## config.mk

```make
export PLATFORM = sky130hd
export DESIGN_NAME = ptw_walker
export DESIGN_NICKNAME = d
export VERILOG_FILES = /design/src/rtl/ptw_pkg.sv /design/src/rtl/ptw_cmd_decode.sv /design/src/rtl/ptw_credit.sv /design/src/rtl/ptw_sequencer.sv /design/src/rtl/ptw_walker.sv
export SDC_FILE = /design/constraint.sdc
export NUM_CORES = 1
export LEC_CHECK = 0
export CORE_MARGIN = 1.5
export CORE_UTILIZATION = 55
export CTS_CLUSTER_DIAMETER = 80
export DETAILED_ROUTE_END_ITERATION = 8
export GPL_TIMING_DRIVEN = 0
export PLACE_DENSITY = 0.86
export SYNTH_ARGS = -nofsm -noshare
export SYNTH_HDL_FRONTEND = slang
export SYNTH_SLANG_ARGS = --single-unit
```

## constraint.sdc

```tcl
create_clock -name clk -period 4.65 [get_ports clk]
set_input_delay 0.465 -clock clk [delete_from_list [all_inputs] [get_ports clk]]
set_output_delay 0.465 -clock clk [all_outputs]
set_load 0.005 [all_outputs]
```

## src/rtl/ptw_pkg.sv

```systemverilog
package ptw_pkg;
   localparam logic [31:0] CMD_CLR_CREDIT = 32'h0000_0010;
   localparam logic [31:0] CMD_ADD_CREDIT = 32'h0000_0020;
   localparam logic [31:0] CMD_START      = 32'h0c00_0040;
   localparam logic [31:0] CMD_STOP       = 32'h0808_0000;
   localparam int          REG_CTRL       = 0;
   localparam int          REG_FIRST      = 5;

   typedef enum logic [2:0] {
      ST_IDLE,
      ST_CREDIT,
      ST_LINK_RQ,
      ST_LINK_WT,
      ST_SLOT_RQ,
      ST_SLOT_WT,
      ST_FILL
   } walk_state_t;
endpackage

```

## src/rtl/ptw_cmd_decode.sv

```systemverilog
module ptw_cmd_decode #(
   parameter int PN_W = 32,
   parameter int RA_W = 3
) (
   input  logic            clk,
   input  logic            rst_n,
   input  logic            reg_wr,
   input  logic [RA_W-1:0] reg_addr,
   input  logic [31:0]     reg_wdata,
   output logic [PN_W-1:0] first_pn,
   output logic            cmd_start,
   output logic            cmd_stop,
   output logic            cmd_clr,
   output logic            cmd_add
);
   import ptw_pkg::*;

   if (PN_W > 32) begin : g_bad_pn
      $error("PN_W must fit in a register word");
   end
   if ((1 << RA_W) <= REG_FIRST) begin : g_bad_ra
      $error("RA_W too small to reach the first-table register");
   end

   logic ctrl_wr;
   logic first_wr;

   assign ctrl_wr  = reg_wr && (reg_addr == RA_W'(REG_CTRL));
   assign first_wr = reg_wr && (reg_addr == RA_W'(REG_FIRST));

   assign cmd_start = ctrl_wr && (reg_wdata == CMD_START);
   assign cmd_stop  = ctrl_wr && (reg_wdata == CMD_STOP);
   assign cmd_clr   = ctrl_wr && (reg_wdata == CMD_CLR_CREDIT);
   assign cmd_add   = ctrl_wr && (reg_wdata == CMD_ADD_CREDIT);

   always_ff @(posedge clk) begin
      if (!rst_n) begin
         first_pn <= '0;
      end else if (first_wr) begin
         first_pn <= reg_wdata[PN_W-1:0];
      end
   end
endmodule

```

## src/rtl/ptw_credit.sv

```systemverilog
module ptw_credit #(
   parameter int CREDIT_W = 8
) (
   input  logic                clk,
   input  logic                rst_n,
   input  logic                clr,
   input  logic                add,
   input  logic                take,
   output logic                credit_nz,
   output logic [CREDIT_W-1:0] credit_cnt
);
   localparam logic [CREDIT_W-1:0] CNT_MAX = {CREDIT_W{1'b1}};

   if (CREDIT_W < 1) begin : g_bad_w
      $error("CREDIT_W must be at least 1");
   end

   assign credit_nz = (credit_cnt != '0);

   always_ff @(posedge clk) begin
      if (!rst_n) begin
         credit_cnt <= '0;
      end else if (clr) begin
         credit_cnt <= '0;
      end else if (add && !take) begin
         if (credit_cnt != CNT_MAX) begin
            credit_cnt <= credit_cnt + 1'b1;
         end
      end else if (take && !add) begin
         credit_cnt <= credit_cnt - 1'b1;
      end
   end
endmodule

```

## src/rtl/ptw_sequencer.sv

```systemverilog
module ptw_sequencer #(
   parameter int PN_W       = 32,
   parameter int WORD_W     = 32,
   parameter int PAGE_WORDS = 1024,
   parameter int BUFS       = 511,
   parameter int IDX_W      = $clog2(PAGE_WORDS)
) (
   input  logic                  clk,
   input  logic                  rst_n,
   input  logic                  start,
   input  logic                  stop,
   input  logic [PN_W-1:0]       first_pn,
   input  logic                  credit_nz,
   output logic                  take,
   output logic                  busy,
   output logic                  mem_req,
   output logic                  mem_we,
   output logic [PN_W+IDX_W-1:0] mem_addr,
   input  logic                  mem_ready,
   input  logic                  mem_rvalid,
   input  logic [WORD_W-1:0]     mem_rdata,
   input  logic                  in_valid,
   output logic                  in_ready,
   output logic                  last_word
);
   import ptw_pkg::*;

   localparam logic [IDX_W-1:0] LAST_SLOT = IDX_W'(BUFS);
   localparam logic [IDX_W-1:0] LAST_IDX  = IDX_W'(PAGE_WORDS - 1);

   if ((1 << IDX_W) != PAGE_WORDS) begin : g_bad_page
      $error("PAGE_WORDS must be a power of two");
   end
   if (BUFS < 1 || BUFS >= PAGE_WORDS) begin : g_bad_bufs
      $error("BUFS must lie in 1 .. PAGE_WORDS-1");
   end
   if (PN_W > WORD_W) begin : g_bad_word
      $error("a page number must fit in one memory word");
   end

   walk_state_t      state;
   logic [PN_W-1:0]  table_pn;
   logic [PN_W-1:0]  next_pn;
   logic [PN_W-1:0]  buf_pn;
   logic [IDX_W-1:0] slot;
   logic [IDX_W-1:0] widx;
   logic             stop_pend;
   logic             stop_now;
   logic             waiting;
   logic             wr_fire;

   assign stop_now  = stop || stop_pend;
   assign waiting   = (state == ST_LINK_WT) || (state == ST_SLOT_WT);
   assign busy      = (state != ST_IDLE);
   assign last_word = (widx == LAST_IDX);
   assign take      = (state == ST_CREDIT) && credit_nz && !stop_now;
   assign mem_we    = (state == ST_FILL);
   assign in_ready  = (state == ST_FILL) && mem_ready && !stop_now;
   assign wr_fire   = in_valid && in_ready;

   always_comb begin
      mem_req  = 1'b0;
      mem_addr = {buf_pn, widx};
      unique case (state)
         ST_LINK_RQ: begin
            mem_req  = !stop_now;
            mem_addr = {table_pn, {IDX_W{1'b0}}};
         end
         ST_SLOT_RQ: begin
            mem_req  = !stop_now;
            mem_addr = {table_pn, slot};
         end
         ST_FILL: begin
            mem_req  = in_valid && !stop_now;
         end
         default: begin
            mem_req  = 1'b0;
         end
      endcase
   end

   always_ff @(posedge clk) begin
      if (!rst_n) begin
         state     <= ST_IDLE;
         table_pn  <= '0;
         next_pn   <= '0;
         buf_pn    <= '0;
         slot      <= '0;
         widx      <= '0;
         stop_pend <= 1'b0;
      end else begin
         if (state == ST_IDLE) begin
            stop_pend <= 1'b0;
         end else if (stop && waiting) begin
            stop_pend <= 1'b1;
         end
         unique case (state)
            ST_IDLE: begin
               if (start) begin
                  table_pn <= first_pn;
                  state    <= ST_CREDIT;
               end
            end
            ST_CREDIT: begin
               if (stop_now) begin
                  state <= ST_IDLE;
               end else if (credit_nz) begin
                  state <= ST_LINK_RQ;
               end
            end
            ST_LINK_RQ: begin
               if (stop_now) begin
                  state <= ST_IDLE;
               end else if (mem_ready) begin
                  state <= ST_LINK_WT;
               end
            end
            ST_LINK_WT: begin
               if (mem_rvalid) begin
                  next_pn <= mem_rdata[PN_W-1:0];
                  slot    <= IDX_W'(1);
                  state   <= stop_now ? ST_IDLE : ST_SLOT_RQ;
               end
            end
            ST_SLOT_RQ: begin
               if (stop_now) begin
                  state <= ST_IDLE;
               end else if (mem_ready) begin
                  state <= ST_SLOT_WT;
               end
            end
            ST_SLOT_WT: begin
               if (mem_rvalid) begin
                  buf_pn <= mem_rdata[PN_W-1:0];
                  widx   <= '0;
                  state  <= stop_now ? ST_IDLE : ST_FILL;
               end
            end
            ST_FILL: begin
               if (stop_now) begin
                  state <= ST_IDLE;
               end else if (wr_fire) begin
                  if (last_word) begin
                     widx <= '0;
                     if (slot == LAST_SLOT) begin
                        table_pn <= next_pn;
                        state    <= ST_CREDIT;
                     end else begin
                        slot  <= slot + 1'b1;
                        state <= ST_SLOT_RQ;
                     end
                  end else begin
                     widx <= widx + 1'b1;
                  end
               end
            end
            default: state <= ST_IDLE;
         endcase
      end
   end
endmodule

```

## src/rtl/ptw_walker.sv

```systemverilog
module ptw_walker #(
   parameter int PN_W       = 32,
   parameter int WORD_W     = 32,
   parameter int PAGE_WORDS = 1024,
   parameter int BUFS       = 511,
   parameter int CREDIT_W   = 8,
   parameter int RA_W       = 3,
   parameter int MARK_BIT   = 31,
   parameter int MARK_MODE  = 0
) (
   input  logic                                clk,
   input  logic                                rst_n,
   input  logic                                reg_wr,
   input  logic [RA_W-1:0]                     reg_addr,
   input  logic [31:0]                         reg_wdata,
   output logic                                mem_req,
   output logic                                mem_we,
   output logic [PN_W+$clog2(PAGE_WORDS)-1:0]  mem_addr,
   output logic [WORD_W-1:0]                   mem_wdata,
   input  logic                                mem_ready,
   input  logic                                mem_rvalid,
   input  logic [WORD_W-1:0]                   mem_rdata,
   input  logic                                in_valid,
   input  logic [WORD_W-1:0]                   in_data,
   output logic                                in_ready
);
   localparam int IDX_W = $clog2(PAGE_WORDS);
   localparam logic [WORD_W-1:0] MARK = WORD_W'(1) << MARK_BIT;

   if (MARK_BIT < 0 || MARK_BIT >= WORD_W) begin : g_bad_mark
      $error("MARK_BIT outside the data word");
   end
   if (MARK_MODE != 0 && MARK_MODE != 1) begin : g_bad_mode
      $error("MARK_MODE must be 0 or 1");
   end

   logic [PN_W-1:0]     first_pn;
   logic                cmd_start;
   logic                cmd_stop;
   logic                cmd_clr;
   logic                cmd_add;
   logic                credit_nz;
   logic [CREDIT_W-1:0] credit_cnt;
   logic                take;
   logic                busy;
   logic                last_word;

   ptw_cmd_decode #(.PN_W(PN_W), .RA_W(RA_W)) u_cmd (
      .clk       (clk),
      .rst_n     (rst_n),
      .reg_wr    (reg_wr),
      .reg_addr  (reg_addr),
      .reg_wdata (reg_wdata),
      .first_pn  (first_pn),
      .cmd_start (cmd_start),
      .cmd_stop  (cmd_stop),
      .cmd_clr   (cmd_clr),
      .cmd_add   (cmd_add)
   );

   ptw_credit #(.CREDIT_W(CREDIT_W)) u_credit (
      .clk        (clk),
      .rst_n      (rst_n),
      .clr        (cmd_clr),
      .add        (cmd_add),
      .take       (take),
      .credit_nz  (credit_nz),
      .credit_cnt (credit_cnt)
   );

   ptw_sequencer #(
      .PN_W(PN_W), .WORD_W(WORD_W), .PAGE_WORDS(PAGE_WORDS),
      .BUFS(BUFS), .IDX_W(IDX_W)
   ) u_seq (
      .clk        (clk),
      .rst_n      (rst_n),
      .start      (cmd_start),
      .stop       (cmd_stop),
      .first_pn   (first_pn),
      .credit_nz  (credit_nz),
      .take       (take),
      .busy       (busy),
      .mem_req    (mem_req),
      .mem_we     (mem_we),
      .mem_addr   (mem_addr),
      .mem_ready  (mem_ready),
      .mem_rvalid (mem_rvalid),
      .mem_rdata  (mem_rdata),
      .in_valid   (in_valid),
      .in_ready   (in_ready),
      .last_word  (last_word)
   );

   if (MARK_MODE == 0) begin : g_mark_or
      assign mem_wdata = last_word ? (in_data | MARK) : in_data;
   end else begin : g_mark_zero
      assign mem_wdata = (last_word && in_data == '0) ? MARK : in_data;
   end
endmodule

```

* Word-level counts from Yosys, hierarchy flattened
Index checks and enable logic that the tools add are counted.
Storage, ports and cells: flip-flop bits (word level) 160, bits of input ports 105, output and inout bits 77
Cells by class: $add $sub $neg 4, eq/ne operators 28, mux-type cells 39, bitwise gates (word level) 1, reduce and logical (&&, ||, !) cells 37
Operators with widths (number):
- 32-bit two-way mux | 6
- 10-bit two-way mux | 9
- 42-bit case mux with 2 select lines | 1
- 32-bit by 28-bit equality test with 1-bit output, second input constant | 2
- 32-bit case mux with 2 select lines | 1
- 3-bit two-way mux | 15
- 10-bit case mux with 2 select lines | 2
- 32-bit by 5-bit equality test with 1-bit output, second input constant | 1
- 32-bit by 6-bit equality test with 1-bit output, second input constant | 1
- 8-bit two-way mux | 3
- 3-bit case mux with 7 select lines | 1
- 10-bit by 1-bit adder with 10-bit output, second input constant | 2
- 1-bit logical AND | 15
- 3-bit equality test, second input constant | 4
- 2-bit != test, second input constant | 6
- 6-bit AND reduction | 2
- 10-bit equality test, second input constant | 1
- 10-bit by 9-bit equality test with 1-bit output, second input constant | 1
- 3-bit by 1-bit != test with 1-bit output, second input constant | 3
- 8-bit by 1-bit adder with 8-bit output, second input constant | 1
- 8-bit != test, second input constant | 1
- 8-bit AND reduction | 1
- 2-bit nonzero test | 4
- 8-bit nonzero test | 1
- other kinds (13) | 25

* Logic depth before layout (Yosys ltp)
Gate-level depths: netlist of the first run.
depth in word-level cells 10, mapped depth 11, depth with buffers taken out 11

* Modules after synthesis
A second synthesis of the first run with hierarchy kept.
Second synthesis, totals: cells, all modules 1076, area total of the unflattened synthesis 7988.9 um2
By module, submodules not included:
- ptw_sequencer | instances 1, cells an instance 793, area an instance 5688.0 um2, seq. area each 2402.3 um2
- ptw_cmd_decode | instances 1, cells an instance 164, area an instance 1348.8 um2, seq. area each 640.6 um2
- ptw_credit | instances 1, cells an instance 87, area an instance 713.2 um2, seq. area each 160.2 um2
- ptw_walker | instances 1, cells an instance 32, area an instance 239.0 um2, seq. area each 0.0 um2

* Worst setup path after synthesis of the first run
Ideal clock, no wire load.
path kind in2reg, from input reg_wdata[13], to register u_credit.credit_cnt[7], library setup time 123 ps, arrival time 2973 ps, setup slack 1554 ps, stages 11, cells stage by stage nor4_2 -> nand4_1 -> nor2_1 -> nand3_1 -> ha_1 -> a21oi_1 -> o21ai_0 -> a2111oi_0 -> nor3_1 -> mux2i_1 -> mux2_1
On the way: word-level cells in the longest chain between the ends 9, elaborated cells on any way between the ends 18
Ends and longest elaborated chain:
- start, declared | RTL line ptw_walker.sv:15 | input logic [31:0] reg_wdata,
- 32-bit by 28-bit equality test with 1-bit output | RTL line ptw_cmd_decode.sv:32 | assign cmd_stop = ctrl_wr && (reg_wdata == CMD_STOP);
- 1-bit logical AND | RTL line ptw_cmd_decode.sv:32
- 1-bit logical OR | RTL line ptw_sequencer.sv:52 | assign stop_now = stop || stop_pend;
- 1-bit zero test | RTL line ptw_sequencer.sv:56 | assign take = (state == ST_CREDIT) && credit_nz && !stop_now;
- 1-bit logical AND | RTL line ptw_sequencer.sv:56
- 1-bit zero test | RTL line ptw_credit.sv:25 | end else if (add && !take) begin
- 1-bit logical AND | RTL line ptw_credit.sv:25
- 2-bit != test (no line) or 2-bit nonzero test (tied branches)
- 2-bit AND reduction (no line)
- end signal, assigned | RTL line ptw_credit.sv:27 | credit_cnt <= credit_cnt + 1'b1;
- end signal, assigned | RTL line ptw_credit.sv:30 | credit_cnt <= credit_cnt - 1'b1;
- end, declared | RTL line ptw_credit.sv:10 | output logic [CREDIT_W-1:0] credit_cnt
Several ways; a longest one is shown, not always the timed one. A chain may end at the register's enable or synchronous reset.

* Worst setup path in the final report of the first run
from input reg_wdata[20], to register u_credit.credit_cnt[7]
The elaborated chain is that of the path after synthesis.

==> flow_summary.ini, run 1 <==
[setup_path]
path_max_fanout = 7
rr_endpoint = u_credit.credit_cnt[7]
ff2ff_setup_slack_ps = 1080
path_class = in2reg
r2r_start = u_credit.credit_cnt[0]
r2r_cells = 11
critPathLaunch = reg_wdata[20]
cp.required_ps = 4970
startpoint_type = input port
crit_arrival_ps = 4180
end_kind = flip-flop

[global_routing]
grtUsageTotal_pct = 31.0
grt-ovfl-total = 0
antenna_found_initial = 0
grt_start_max_net_pins = 17
grt_pass1_wl_mm = 36.5
grt_pass1_vias = 7524

[detailed_routing]
dr.pass1.iters = 6
vias = 8192
top_layer = met4
routed-wl-met2_mm = 11.2
wirelength_mm = 23.5
drt_iter0_markers = 792
wl_per_cell_um = 16.8
drt.antenna.violating_nets = 0
wl_met3_mm = 1.54
drcViolationCount = 0
wl_met1_mm = 9.96
via_per_inst = 5.84

[floorplanning]
rows = 43
die_area_um2 = 15200
start_util_pct = 57.0
die_h_um = 123
ioPinCount = 182
die_x_um = 123
coreArea_um2 = 14000

[layout]
final_common_cell = nand2_1
syn_to_final_growth_pct = 29.1
insertedDiodeCount = 0
drive_above_1_share_pct = 11.4
instances_no_fill = 1402
nNetsFinal = 1323
design_area_um2 = 10300
mostFrequentLayoutCells = nand2_1 (373), dfxtp_1 (160), clkdlybuf4s50_1 (150)

[clocking]
htreeDepth = 4
insertion_delay_ps = 430
cts_buffer_depth = 2
cts_setup_buffers = 0
cts_resized = 0
cts_tree = done
clk_pin_slew_ps = 60
ctsRootBufferMaster = clkbuf_16
cts_buffers = 17
cts_sinks = 160
hold_buffers = 0

[synth]
syn_inst = 1040
synth-warning-count = 0
synth_edf_count = 0
seq_area_frac_synth_pct = 40.2
synth_fp_nets = 1154
avgSynthCellArea_um2 = 7.66
synth_area_um2 = 7970
ys.flop_type = dfxtp_1
ys_ff_latch = 160
synthArstFlopShare_pct = 0
ys_types = 71

[placed_design]
place_congestion = 0.892
port_buffers = 150
dp.final_hpwl_mm = 16.7
dp.cells = 1370
place_area_um2 = 9700

[timing]
tns_ps = 0
hold_viol_final = 0
fin_crit_sh_pct = 83.1
drv_slew = 0
finalClockSkew_ps = 7.05
finalSetupViolCount = 0
relSlewSlack_pct = 27.0
tightestPinTransition_ps = 1090
max_freq_mhz = 259
rsz0062_at_grt = false
post-route-min-period_ps = 3860

[flow_run]
drv_cap = 0

[power]
power_density_nw_per_um2 = 291
irDropWorstVdd_mv = 0.278
leakagePower_nw = 3.60
finalPower_mw = 2.99

[hold_path]
whs_path_depth = 2
min_to = u_seq.buf_pn[18]
hp-start = u_seq.buf_pn[18]
hp-class = reg2reg

[run_status]
status = completed
## state kept, by name, indices dropped and copies added, names as in the netlist
name                 cells
u_cmd.first_pn          32
u_credit.credit_cnt      8
u_seq.buf_pn            32
u_seq.next_pn           32
u_seq.slot              10
u_seq.state              3
u_seq.stop_pend          1
u_seq.table_pn          32
u_seq.widx              10
## synth_stat cells, drive strengths merged, types with 2 or more instances
| cell | n | area [µm²] |
|---|---|---|
| mux2i | 4 | 40.0 |
| xnor2 | 3 | 26.3 |
| nand4 | 10 | 62.6 |
| o211ai | 4 | 30.0 |
| nand4b | 2 | 17.5 |
| a22o | 10 | 87.6 |
| nor4 | 8 | 93.8 |
| nand3b | 3 | 35.0 |
| xor2 | 4 | 35.0 |
| nor3 | 14 | 86.3 |
| nor2 | 52 | 245 |
| a31oi | 6 | 37.5 |
| buf | 46 | 334 |
| o21a | 3 | 22.5 |
| nor3b | 2 | 15.0 |
| a311oi | 33 | 464 |
| a211oi | 4 | 30.0 |
| and2 | 3 | 18.8 |
| a21oi | 118 | 591 |
| a211o | 2 | 17.5 |
| a31o | 2 | 17.5 |
| inv | 5 | 18.8 |
| ha | 8 | 100 |
| dfxtp | 160 | 3200 |
| nand3 | 20 | 100 |
| clkbuf | 54 | 203 |
| o21ai | 21 | 105 |
| o31ai | 4 | 43.8 |
| nand2b | 3 | 18.8 |
| or3 | 6 | 37.5 |
| or2 | 2 | 12.5 |
| nand2 | 374 | 1410 |
| and3 | 7 | 43.8 |
| or4 | 9 | 71.3 |
| and4 | 5 | 43.8 |
| nor2b | 7 | 43.8 |
## critical path: stages
cell             delay (ps)
clkdlybuf4s50_1         470
nor4_2                  400
nand4_1                 270
nor2_1                  390
nand3_1                 370
ha_1                    460
inv_1                    60
o21ai_0                 290
a2111oi_0               160
nor3_1                  280
mux2i_1                 240
mux2_1                  330
## where the power goes
| group | leakage, nW | switching (mW) | total, mW | internal, mW |
|---|---|---|---|---|
| clock | 0.289 | 0.555 | 1.41 | 0.859 |
| combinational | 2.03 | 0.0880 | 0.197 | 0.109 |
| sequential | 1.29 | 0.00298 | 1.38 | 1.38 |
## logic make-up (layout without fill, tap and decap cells)
group           Yosys count  in the layout  synth area share [%]
simple gates            534            534                  30.4
compound gates          219            219                  19.5
flops                   160            160                  40.2
buf+inv                 106            288                  7.02
fa+ha+maj                 9              9                  1.51
xor+xnor                  7              7                 0.769
mux                       5              5                 0.644
## layer usage
layer	global-route usage, %	up-vias
li1	-	3876
met1	40.1	3911
met2	51.4	348
met3	4.47	57
met4	14.2	0
met5	0	-
## final cells by class
class                      count  area (µm²)
multi-input combinational    774        4210
clock buffer                  23         458
tap                          180         225
timing repair buffer         150        1500
fill                        1093        3700
buffer                       100         537
clock inverter                 9         131
sequential                   160        3200
inverter                       6        22.5
## per-stage QoR
stage                     hold WS [ps]  worst slack, ps  utilization (%)
after floorplan                    437             1550                -
after global placement             441              580             69.3
after detailed placement           447              435             69.3
after CTS                          455              865             73.5
after global routing               473              564             73.5
final                              453              786             73.5
## worst max-delay path by stage
| stage | slack, ps | cells after the start | to |
|---|---|---|---|
| global placement | 580 | 12 | u_credit.credit_cnt[7] |
| finish | 790 | 12 | u_credit.credit_cnt[7] |
| CTS | 870 | 12 | u_credit.credit_cnt[7] |
| floorplan | 1550 | 11 | u_credit.credit_cnt[7] |
| global route | 560 | 12 | u_credit.credit_cnt[7] |
| detailed placement | 430 | 12 | u_credit.credit_cnt[7] |
(Power assumes the default switching activity.)
==> run 2: changes to the inputs <==
CORE_UTILIZATION = 51   (was 55)
PLACE_DENSITY = 0.81   (was 0.86)
clock period = 3.8 ns   (was 4.65 ns; I/O delays follow)
==> run 2 against run 1 <==
Non-clock buffer count did not move. Via count decreased by 0.66%. Count of clock-buffer cells in the layout increased by 1. Clock skew rose by 1.5 ps.
==> flow_summary.ini, run 2 (same netlist as run 1, synthesis figures left out) <==
[run_status]
status = completed

[global_routing]
grt-ovfl-total = 0
grtUsageTotal_pct = 28.4
antenna_found_initial = 0
met2_usage_pct = 47.0
grt_start_max_net_pins = 17
busiest_layer = met2
grt_pass1_wl_mm = 36.3
grt_util_met1_pct = 36.2
use_met3_pct = 4.26
grt_pass1_vias = 7318

[clocking]
ctsRootBufferMaster = clkbuf_16
cts_buffers = 17
cts_buffer_depth = 2
htreeDepth = 4
clk_pin_slew_ps = 60
cts_setup_buffers = 0
cts_tree = done
hold_buffers = 0
insertion_delay_ps = 430
cts_sinks = 160

[layout]
mostFrequentLayoutCells = nand2_1 (373), dfxtp_1 (160), clkdlybuf4s50_1 (150)
fin_util_pct = 67.6
final_common_cell = nand2_1
syn_to_final_growth_pct = 29.5
design_area_um2 = 10300
insertedDiodeCount = 0
nNetsFinal = 1323
drive_above_1_share_pct = 11.8

[timing]
relSlewSlack_pct = 32.1
finalClockSkew_ps = 8.51
post-route-min-period_ps = 3680
rsz0062_at_grt = false
drv_slew = 0
fin_crit_sh_pct = 96.8
finalSetupViolCount = 0
hold_viol_final = 0
max_freq_mhz = 272
tightestPinTransition_ps = 1020

[setup_path]
path_class = in2reg
r2r_start = u_credit.credit_cnt[3]
end_kind = flip-flop
path_max_fanout = 7
crit_arrival_ps = 3990
startpoint_type = input port
cp.required_ps = 4110
critPathLaunch = reg_wdata[31]

[placed_design]
dp.final_hpwl_mm = 17.0
port_buffers = 150
place_area_um2 = 9730
place_congestion = 0.946

[power]
power_density_nw_per_um2 = 350
leakagePower_nw = 3.61
irDropWorstVdd_mv = 0.334

[floorplanning]
ioPinCount = 182
coreArea_um2 = 15300
die_area_um2 = 16400
die_x_um = 128
start_util_pct = 52.2
die_h_um = 128
rows = 45

[detailed_routing]
via_per_inst = 5.68
drt_iter0_markers = 713
dr.pass1.iters = 7
wirelength_mm = 23.5
wl_per_cell_um = 16.4
vias = 8138
drt.antenna.violating_nets = 0
drcViolationCount = 0

[hold_path]
hp-start = u_seq.buf_pn[3]
hp-class = reg2reg

[flow_run]
drv_cap = 0
==> run 2: cell types whose count changed in the layout (fill, tap and decap cells not counted), sizes merged <==
cell and delta:
clkbuf +1, bufinv -2, inv +1
==> run 2: critical path, cell delays in order <==
cell and delay [ps]:
clkdlybuf4s50_1 470, nor4_2 430, nand4_1 320, nor2_2 330
nand3_2 240, ha_1 350, a21oi_1 180, o21ai_0 130
a2111oi_0 470, nor3_1 140, mux2i_1 200, mux2_1 330
==> run 2: path summary, 6_finish.rpt <==
| kind | cells past startpoint | slack [ps] | endpoint |
|---|---|---|---|
| worst max-delay path | 12 | 120 | u_credit.credit_cnt[7] |
| worst min-delay path | 2 | 450 | u_seq.buf_pn[3] |
| worst max register to register | 11 | 340 | u_credit.credit_cnt[7] |
| worst min register to register | 2 | 450 | u_seq.buf_pn[3] |
==> run 2: timing repair <==
| action | CTS | global route |
|---|---|---|
| endpoints found under the setup margin | 0 | 1 |
| hold endpoints to repair | 0 | 0 |
| gates resized for setup | 0 | 2 |
==> run 2: where the power goes <==
part           leakage [nW]  internal, mW  switching [mW]
logic                  2.03         0.133           0.108
clock network         0.291         0.989           0.689
registers              1.29          1.68         0.00360
==> run 2: metal layers <==
metal | vias to the layer above | share of wire, %
met4 | 0 | 3.6
met3 | 65 | 7.8
li1 | 3873 | -
met2 | 416 | 48
met1 | 3784 | 41
met5 | - | 0
==> run 2: final cells by class <==
class	count	area, µm²
sequential	160	3200
multi-input combinational	774	4210
buffer	100	537
fill	1285	4940
clock buffer	24	502
clock inverter	8	76.3
timing repair buffer	150	1500
inverter	6	22.5
tap	211	264
==> run 2: through the flow <==
step	power (mW)	setup TNS (ps)	hold slack [ps]	setup slack [ps]	instances
floorplan	1.80	0	437	712	1040
global placement	1.96	-263	442	-263	1401
detailed placement	1.96	-327	447	-327	1401
CTS	3.60	0	454	98.9	1433
global route	3.69	0	471	14.2	1433
finish	3.61	0	454	121	1433
==> run 3: changes to the inputs <==
CELL_PAD_IN_SITES_DETAIL_PLACEMENT = 2   (was not set)
CELL_PAD_IN_SITES_GLOBAL_PLACEMENT = 2   (was not set)
CORE_ASPECT_RATIO = 0.5   (was not set)
CORE_UTILIZATION = 29   (was 51)
PLACE_DENSITY = 0.82   (was 0.81)
==> run 3 against run 2 <==
Fmax grew 4.0%. Sequential share of layout area shrank 0.71 points. Clock power is 11% higher. Flip-flop and latch count unchanged. Sequential power is essentially flat. Global-route usage decreased by 6.0 points. Cell count grew 10%. Wire length up 34%. Register-to-register slack about the same. Critical endpoint unchanged. Highest routed layer unchanged.
==> flow_summary.ini, run 3 (same netlist as run 1, synthesis figures left out) <==
[setup_path]
path_class = in2reg
slowest_stage = clkdlybuf4s50_1
cp.required_ps = 4130
end_kind = flip-flop
cpPeakStageDelay_ps = 480
startpoint_type = input port
crit_arrival_ps = 3860
crit_chain = clkdlybuf4s50_1 -> nor4_2 -> nand4_1 -> nor2_2 -> nand3_2 -> ha_1 -> inv_1 -> o21ai_0 -> a2111oi_1 -> nor3_1 -> mux2i_1 -> mux2_1
path_max_fanout = 7

[power]
power_density_nw_per_um2 = 360
pwr-share-comb_pct = 6.6
leakagePower_nw = 3.63
power_frac_seq_pct = 44.4
power_switching_mw = 0.865
irDropWorstVdd_mv = 0.296
power_frac_clock_pct = 49.0
p_int_mw = 2.94
sw_frac_of_total_pct = 22.7

[clocking]
hold_buffers = 0
ctsRootBufferMaster = clkbuf_16
clk_pin_slew_ps = 60
htreeDepth = 4
cts_buffer_depth = 2
cts_sinks = 160
cts_tree = done
insertion_delay_ps = 450
cts_buffers = 17

[detailed_routing]
wirelength_mm = 31.5
wl_per_cell_um = 20.0
drt.antenna.violating_nets = 0
drt_iter0_markers = 370
dr.pass1.iters = 6
vias = 8216
drcViolationCount = 0
via_per_inst = 5.21

[timing]
fin_crit_sh_pct = 93.1
tightestPinTransition_ps = 884
hold_viol_final = 0
relSlewSlack_pct = 40.4
finalClockSkew_ps = 13.6
finalSetupViolCount = 0
tns_ps = 0
rsz0062_at_grt = false
fin_hold_ws_ps = 458
drv_slew = 0
post-route-min-period_ps = 3540
max_freq_mhz = 283

[floorplanning]
die_x_um = 237
die_h_um = 120
coreArea_um2 = 26700
rows = 42
die_area_um2 = 28500
start_util_pct = 29.9
ioPinCount = 182

[layout]
ff_latch_area_um2 = 3200
syn_to_final_growth_pct = 32.5
drive_above_1_share_pct = 11.8
multi_input_area_um2 = 4220
instances_no_fill = 1577
final_common_cell = nand2_1
mostFrequentLayoutCells = nand2_1 (373), dfxtp_1 (160), clkdlybuf4s50_1 (150)
fillerInstances = 3082
fin_util_pct = 39.6
insertedDiodeCount = 0
nNetsFinal = 1326
design_area_um2 = 10600

[global_routing]
antenna_found_initial = 0
grt_start_max_net_pins = 17
grt_pass1_vias = 8993
grtUsageTotal_pct = 22.4
grt-ovfl-total = 0
grt_pass1_wl_mm = 49.4

[placed_design]
dp.final_hpwl_mm = 24.1
dp.cells = 1542
place_area_um2 = 9910
port_buffers = 150
place_congestion = 0.871

[flow_run]
drv_cap = 0

[run_status]
status = completed

[hold_path]
hp-class = reg2reg
==> run 3: power groups by stage <==
stage          Combinational (mW)  Clock, mW  Sequential (mW)
2_1_floorplan              0.0803          0             1.72
3_3_place_gp                0.243          0             1.73
3_5_place_dp                0.249          0             1.73
4_1_cts                     0.251       1.90             1.69
5_1_grt                     0.265       1.97             1.69
6_report                    0.250       1.86             1.69
==> run 3: worst max-delay path, delay by kind of cell <==
| kind | cells | cell delay (ps) |
|---|---|---|
| and+or+nand+nor | 5 | 1510 |
| adders and majority gates | 1 | 420 |
| muxes | 2 | 600 |
| AOI/OAI and AO/OA | 2 | 390 |
| buffers and inverters | 2 | 550 |
==> run 3: layout make-up <==
type | instances | area share, %
buffer | 100 | 5.08
clock buffer | 23 | 4.34
clock inverter | 9 | 1.47
inverter | 6 | 0.213
multi-input combinational | 774 | 40.0
sequential | 160 | 30.3
tap | 352 | 4.17
timing repair buffer | 153 | 14.4
==> run 3: worst paths after layout <==
kind                          start                     end  slack, ps  depth (start not counted)
max reg2reg  u_credit.credit_cnt[0]  u_credit.credit_cnt[7]        340                         11
max                   reg_wdata[20]  u_credit.credit_cnt[7]        260                         12
min                u_seq.buf_pn[17]        u_seq.buf_pn[17]        460                          2
min reg2reg        u_seq.buf_pn[17]        u_seq.buf_pn[17]        460                          2
==> run 3: per-layer routing <==
metal,vias to the layer above,GRT usage [%],routed length [µm]
met5,-,0,0
met4,0,8.36,666
met3,42,3.38,1030
met2,153,38.7,15500
met1,4151,28.4,14300
li1,3870,-,-
==> run 3: repair_timing <==
item                                    4_1_cts  5_1_grt
resized for setup                             1        3
buffers inserted                              0        3
endpoints found under the setup margin        1        2
pin swaps                                     0        2
==> run 3: through the flow <==
stage,setup WS [ps],total power [mW]
global route,23.0,3.92
floorplan,712,1.80
CTS,57.5,3.83
global placement,-406,1.97
detailed placement,-537,1.97
finish,263,3.80
